**src/rtl/irq_claim_pkg.sv**
```systemverilog
package irq_claim_pkg;
  localparam logic [31:0] ID_VALUE  = 32'h1C00_0001;
  localparam logic [31:0] BAD_VALUE = 32'hDEAD_BEEF;
  localparam int OFF_IDENT   = 'h00;
  localparam int OFF_PEND    = 'h04;
  localparam int OFF_ENABLE  = 'h08;
  localparam int OFF_CLAIM   = 'h0C;

  typedef enum logic [2:0] {
    SEL_NONE,
    SEL_IDENT,
    SEL_PEND,
    SEL_ENABLE,
    SEL_CLAIM
  } reg_sel_e;
endpackage

```
**src/rtl/irq_src_gate.sv**
```systemverilog
module irq_src_gate #(
  parameter int NUM_SRC = 31,
  parameter logic [31:0] EDGE_MASK = 32'h0000_FFFF
) (
  input  logic               clk,
  input  logic               rst_n,
  input  logic [NUM_SRC-1:0] src_i,
  input  logic [NUM_SRC-1:0] clr_i,
  output logic [NUM_SRC-1:0] pend_o
);
  logic [NUM_SRC-1:0] src_q;
  logic [NUM_SRC-1:0] set_w;

  always_ff @(posedge clk or negedge rst_n) begin
    if (!rst_n) src_q <= '0;
    else        src_q <= src_i;
  end

  for (genvar n = 0; n < NUM_SRC; n++) begin : g_line
    if (EDGE_MASK[n]) begin : g_edge
      assign set_w[n] = src_i[n] & ~src_q[n];

      edge_set_chk: assert property (@(posedge clk) disable iff (!rst_n)
        (src_i[n] && !src_q[n]) |=> pend_o[n]);
    end else begin : g_level
      assign set_w[n] = src_i[n];

      level_set_chk: assert property (@(posedge clk) disable iff (!rst_n)
        src_i[n] |=> pend_o[n]);
    end

    always_ff @(posedge clk or negedge rst_n) begin
      if (!rst_n)         pend_o[n] <= 1'b0;
      else if (set_w[n])  pend_o[n] <= 1'b1;
      else if (clr_i[n])  pend_o[n] <= 1'b0;
    end
  end
endmodule

```
**src/rtl/irq_pick.sv**
```systemverilog
module irq_pick #(
  parameter int NUM_SRC = 31,
  localparam int ID_W = $clog2(NUM_SRC + 1)
) (
  input  logic [NUM_SRC-1:0] pend_i,
  input  logic [NUM_SRC-1:0] en_i,
  output logic [ID_W-1:0]    id_o
);
  logic [NUM_SRC-1:0] live;
  assign live = pend_i & en_i;

  always_comb begin
    id_o = '0;
    for (int n = NUM_SRC - 1; n >= 0; n--) begin
      if (live[n]) id_o = ID_W'(n + 1);
    end
  end
endmodule

```
**src/rtl/irq_claim_ctrl.sv**
```systemverilog
module irq_claim_ctrl #(
  parameter int NUM_SRC = 31,
  parameter int ADDR_W = 12,
  parameter logic [31:0] EDGE_MASK = 32'h0000_FFFF
) (
  input  logic               clk,
  input  logic               rst_n,
  input  logic [NUM_SRC-1:0] src_i,
  input  logic               req_valid_i,
  input  logic               req_write_i,
  input  logic [ADDR_W-1:0]  req_addr_i,
  input  logic [31:0]        req_wdata_i,
  output logic               rsp_valid_o,
  output logic [31:0]        rsp_rdata_o,
  output logic               irq_o
);
  import irq_claim_pkg::*;
  localparam int ID_W = $clog2(NUM_SRC + 1);

  logic [NUM_SRC-1:0] pend;
  logic [NUM_SRC-1:0] en_q;
  logic [NUM_SRC-1:0] clr;
  logic [ID_W-1:0]    claim_id;
  reg_sel_e           sel;
  logic [31:0]        rd_mux;
  logic               wr_claim;

  always_comb begin
    sel = SEL_NONE;
    if (req_addr_i == ADDR_W'(OFF_IDENT))       sel = SEL_IDENT;
    else if (req_addr_i == ADDR_W'(OFF_PEND))   sel = SEL_PEND;
    else if (req_addr_i == ADDR_W'(OFF_ENABLE)) sel = SEL_ENABLE;
    else if (req_addr_i == ADDR_W'(OFF_CLAIM))  sel = SEL_CLAIM;
  end

  assign wr_claim = req_valid_i && req_write_i && (sel == SEL_CLAIM);

  for (genvar n = 0; n < NUM_SRC; n++) begin : g_clr
    assign clr[n] = wr_claim && (req_wdata_i == 32'(n + 1));
  end

  irq_src_gate #(.NUM_SRC(NUM_SRC), .EDGE_MASK(EDGE_MASK)) u_gate (
    .clk    (clk),
    .rst_n  (rst_n),
    .src_i  (src_i),
    .clr_i  (clr),
    .pend_o (pend)
  );

  irq_pick #(.NUM_SRC(NUM_SRC)) u_pick (
    .pend_i (pend),
    .en_i   (en_q),
    .id_o   (claim_id)
  );

  always_ff @(posedge clk or negedge rst_n) begin
    if (!rst_n) en_q <= '0;
    else if (req_valid_i && req_write_i && sel == SEL_ENABLE)
      en_q <= req_wdata_i[NUM_SRC-1:0];
  end

  always_comb begin
    case (sel)
      SEL_IDENT:  rd_mux = ID_VALUE;
      SEL_PEND:   rd_mux = 32'(pend);
      SEL_ENABLE: rd_mux = 32'(en_q);
      SEL_CLAIM:  rd_mux = 32'(claim_id);
      default:    rd_mux = BAD_VALUE;
    endcase
  end

  always_ff @(posedge clk or negedge rst_n) begin
    if (!rst_n) begin
      rsp_valid_o <= 1'b0;
      rsp_rdata_o <= '0;
    end else begin
      rsp_valid_o <= req_valid_i && !req_write_i;
      if (req_valid_i && !req_write_i) rsp_rdata_o <= rd_mux;
    end
  end

  assign irq_o = |(pend & en_q);


  claim_live_chk: assert property (@(posedge clk) disable iff (!rst_n)
    (claim_id != '0) |-> (pend[claim_id - 1'b1] && en_q[claim_id - 1'b1]));

  bad_complete_chk: assert property (@(posedge clk) disable iff (!rst_n)
    (req_valid_i && req_write_i && req_addr_i == ADDR_W'(OFF_CLAIM) &&
     (req_wdata_i == 32'd0 || req_wdata_i > 32'(NUM_SRC)))
    |=> (($past(pend) & ~pend) == '0));

  unaligned_rd_chk: assert property (@(posedge clk) disable iff (!rst_n)
    (req_valid_i && !req_write_i && req_addr_i[1:0] != 2'b00)
    |=> (rsp_rdata_o == BAD_VALUE));

  rsp_origin_chk: assert property (@(posedge clk) disable iff (!rst_n)
    rsp_valid_o |-> $past(req_valid_i && !req_write_i));
endmodule

```
**config.mk**
```make
export PLATFORM = sky130hd
export DESIGN_NAME = irq_claim_ctrl
export DESIGN_NICKNAME = d
export VERILOG_FILES = /design/src/rtl/irq_claim_pkg.sv /design/src/rtl/irq_src_gate.sv /design/src/rtl/irq_pick.sv /design/src/rtl/irq_claim_ctrl.sv
export SDC_FILE = /design/constraint.sdc
export NUM_CORES = 1
export LEC_CHECK = 0
export BUFFER_PORTS_ARGS = -buffer_cell sky130_fd_sc_hd__buf_4
export CAP_MARGIN = 20
export CORE_MARGIN = 8
export CORE_UTILIZATION = 55
export CTS_CLUSTER_DIAMETER = 40
export CTS_CLUSTER_SIZE = 20
export DETAILED_ROUTE_END_ITERATION = 6
export GPL_ROUTABILITY_DRIVEN = 0
export GPL_TIMING_DRIVEN = 1
export PLACE_DENSITY = 0.81
export SLEW_MARGIN = 20
export SYNTH_ARGS = -nofsm -noshare
export SYNTH_HDL_FRONTEND = slang
export SYNTH_SLANG_ARGS = --single-unit
```
**constraint.sdc**
```tcl
create_clock -name clk -period 2.3 [get_ports clk]
set_clock_uncertainty 0.05 [all_clocks]
set_input_delay 0.115 -clock clk [delete_from_list [all_inputs] [get_ports clk]]
set_output_delay 0.115 -clock clk [all_outputs]
set_load 0.01 [all_outputs]
```
==> metrics.md <==
| Metric | Value |
|---|---|
| CTS tree | `yes` |
| Core area | `9196 um2` |
| Mapped cell area | `5164 um2` |
| Worst r2r path cells | `6` |
| GR Util met3 | `5.591%` |
| Vias in the first global route | `4955` |
| Setup crit start kind | `flip-flop` |
| Commonest non-fill, non-tap cells in the layout | `buf_4 (123), dfrtp_1 (111), dlygate4sd3_1 (63)` |
| Inserted Clock Buffers | `9` |
| Chip Height | `112.9 um` |
| Crit path DAT | `1.97 ns` |
| Tmin final | `2.135 ns` |
| Main combinational cell family by area after synthesis | `compound AO/OA/AOI/OAI gates` |
| Clk sinks | `111` |
| Largest net degree at the start of global routing | `59` |
| Combinational share of power | `9.8%` |
| Met1 Use GR | `29.70%` |
| Synth Area in Adders | `0%` |
| Residual DRC | `0` |
| Yosys warning count | `0` |
| Root buf cell | `clkbuf_8` |
| Worst hold start | `req_addr_i[8]` |
| GR met2 Demand/Resource | `43.18%` |
| Setup bufs post-CTS | `0` |
| Row count | `35` |
| Via count of the routed design | `4644` |
| Power density cells | `496.7 nW/um2` |
| Die ar. | `12750 um2` |
| Initial DRC count | `402` |
| Area of the multi-input gates | `2203 um2` |
| Synth Net Count | `552` |
| Starting Density | `56.15%` |
| Layout fillers | `593` |
| CP Capture Type | `output pin` |
| Synthesized instance count | `473` |
| Achievable Freq | `0.4684 GHz` |
| Simple-Gate Fraction of Synth Area | `15.53%` |
| Number of synthesized register bits | `111` |
| Gr ovfl total | `0` |
| Clk buf depth | `2` |
| H-Tree Depth | `3` |
| RSZ-0062 raised after global routing | `true` |
| Critical Path RT | `2.13 ns` |
| Global-route wire length before repair | `25450 um` |
| Die outline width | `112.9 um` |
| Hold Worst Slack | `0.1436 ns` |
| Reg power frac | `56.8%` |
| Vias per Instance | `6.023` |
| LEAKAGE | `3.011 nW` |
| Critical path fanouts, max | `4` |
| CP Class | `reg2out` |
| WHS Endpoint | `rsp_rdata_o[2]` |
| Final Util | `76.15%` |
| Post-synth ARST share | `100.0%` |
| Post-route setup slack | `0.1649 ns` |
| Net switching power | `0.8666 mW` |
| Maximum vdd drop | `0.3558 mV` |
| Synth Flop Type | `dfrtp_1` |
| Fin crit share | `92.83%` |
| Post-synthesis compound-gate area fraction | `17.69%` |
| Total Power | `3.478 mW` |
| Syn_area_per_cell | `10.92 um2` |
| Setup Viol. Count Final | `0` |
| Netlist cell types | `49` |
| Post-synth EDFFs | `0` |
| Area Growth Syn to Fin | `35.62%` |
| Post-Synth XOR/XNOR Area | `0%` |
| Sequential-to-total area share from yosys stat | `53.79%` |
| Worst-Margin Slew | `0.7399 ns` |
| RR Endpoint | `rsp_rdata_o[2]` |
| Place WS | `0.2442 ns` |
| Slew HR | `50.67%` |
| WL/cell | `20.28 um` |
| Internal | `2.611 mW` |
| Sw Share | `24.92%` |
| Flop2flop setup slack | `0.47 ns` |
| Port buffer count | `112` |
| WHS Path Cells | `4` |
| Hold Violations, Final | `0` |
| R2r startpoint | `en_q[30]` |
| Status | `finished, final reports clean` |
| Crit path launch | `u_gate.pend_o[10]` |
| Antenna violations before repair | `1` |
| HP Class | `in2reg` |
| Max-Cap Viols | `0` |
| Antenna Nets Post-Route | `0` |
| Latest clock arrival within the worst-skew pair | `0.38 ns` |
| Post-Route Setup TNS | `0 ns` |
| Layout cell share with drive strength beyond 1 | `27.36%` |
| Pre-antenna DRT Iters | `6` |
| Post-synthesis mux area share | `8.941%` |
| Hpwl dp | `11210 um` |
| Fin. max-slew vios | `0` |
| Total Nets Final | `732` |
| I/O pins | `113` |
| Most common cell after layout, fill and taps aside | `buf_4` |
| Reg area | `2778 um2` |
| Busiest layer in global routing | `met2` |
| CTS clk-pin slew, worst paths | `0.10 ns` |
| Post-Route WL | `15630 um` |
| Clock power share | `33.4%` |
| Tot GR Track Use | `25.34%` |
-- state kept, by name, indices dropped and copies added, names as in the netlist --
register / cells
rsp_rdata_o: 32
u_gate.pend_o: 31
en_q: 31
rsp_valid_o: 1
u_gate.src_q: 16
-- cells in the mapped netlist (5+ instances only) --
master	n	area [um2]
a22o_1	6	52.55
a21o_1	16	120.1
mux2_4	30	450.4
clkbuf_1	8	30.03
a221oi_1	24	210.2
nor2_1	52	195.2
dfrtp_1	111	2778
buf_2	5	25.02
a21oi_1	6	30.03
a22oi_1	14	105.1
o21ai_0	47	235.2
nor4_1	7	43.79
nand2_1	52	195.2
inv_1	16	60.06
nand3_1	9	45.04
nand2b_1	7	43.79
-- timing repair --
action,4_1_cts,5_1_grt
endpoints found under the setup margin,0,31
gates resized for setup,0,4
hold buffers,63,0
endpoints found under the hold margin,134,0
-- how the worst max path moves through the flow --
| stage | depth (start not counted) | to |
|---|---|---|
| floorplan | 8 | en_q[10] |
| global placement | 7 | en_q[0] |
| detailed placement | 7 | u_gate.pend_o[8] |
| CTS | 8 | u_gate.pend_o[8] |
| global route | 8 | u_gate.pend_o[13] |
| finish | 6 | irq_o |
-- cells by family (layout without fill, tap and decap cells) --
family,after synthesis,in the layout
compound gates,133,133
buf+inv,37,222
simple gates,161,161
mux,31,31
other cells,0,2
flops,111,111
-- through the flow --
stage / cell area (um2) / std cells
2_1_floorplan: 5164 / 473
5_1_grt: 7000 / 770
3_3_place_gp: 6142 / 690
3_5_place_dp: 6142 / 690
4_1_cts: 6973 / 769
6_report: 7003 / 771
-- power by group through the flow --
stage | Combinational [mW] | Clock [mW] | Sequential (mW)
final | 0.341 | 1.16 | 1.98
after global routing | 0.371 | 1.25 | 1.98
after CTS | 0.336 | 1.19 | 1.98
after detailed placement | 0.250 | 0 | 2.01
after global placement | 0.244 | 0 | 2.01
after floorplan | 0.0489 | 0 | 2.01
-- critical path: stages, from the launching register on --
cell and delay [ns]:
dfrtp_1 0.45, a22oi_1 0.34, nor2b_1 0.22, nand4_1 0.12, nor2_1 0.16, nand3_1 0.12, buf_4 0.17
-- routing by layer --
layer | vias to the layer above | part of all wire [%]
met1 | 2265 | 39
li1 | 2092 | -
met4 | 0 | 3.5
met5 | - | 0
met2 | 239 | 51
met3 | 48 | 6.9
-- area by class of cell --
type	instances	area share (%)
Sequential cell	111	39.66
Multi-Input combinational cell	325	31.46
Timing Repair Buffer	189	23.05
Tap cell	111	1.983
Clock buffer	10	1.965
Inverter	17	0.9112
Clock inverter	6	0.8933
Antenna cell	2	0.07147
Power figures use the tool's default switching activity.
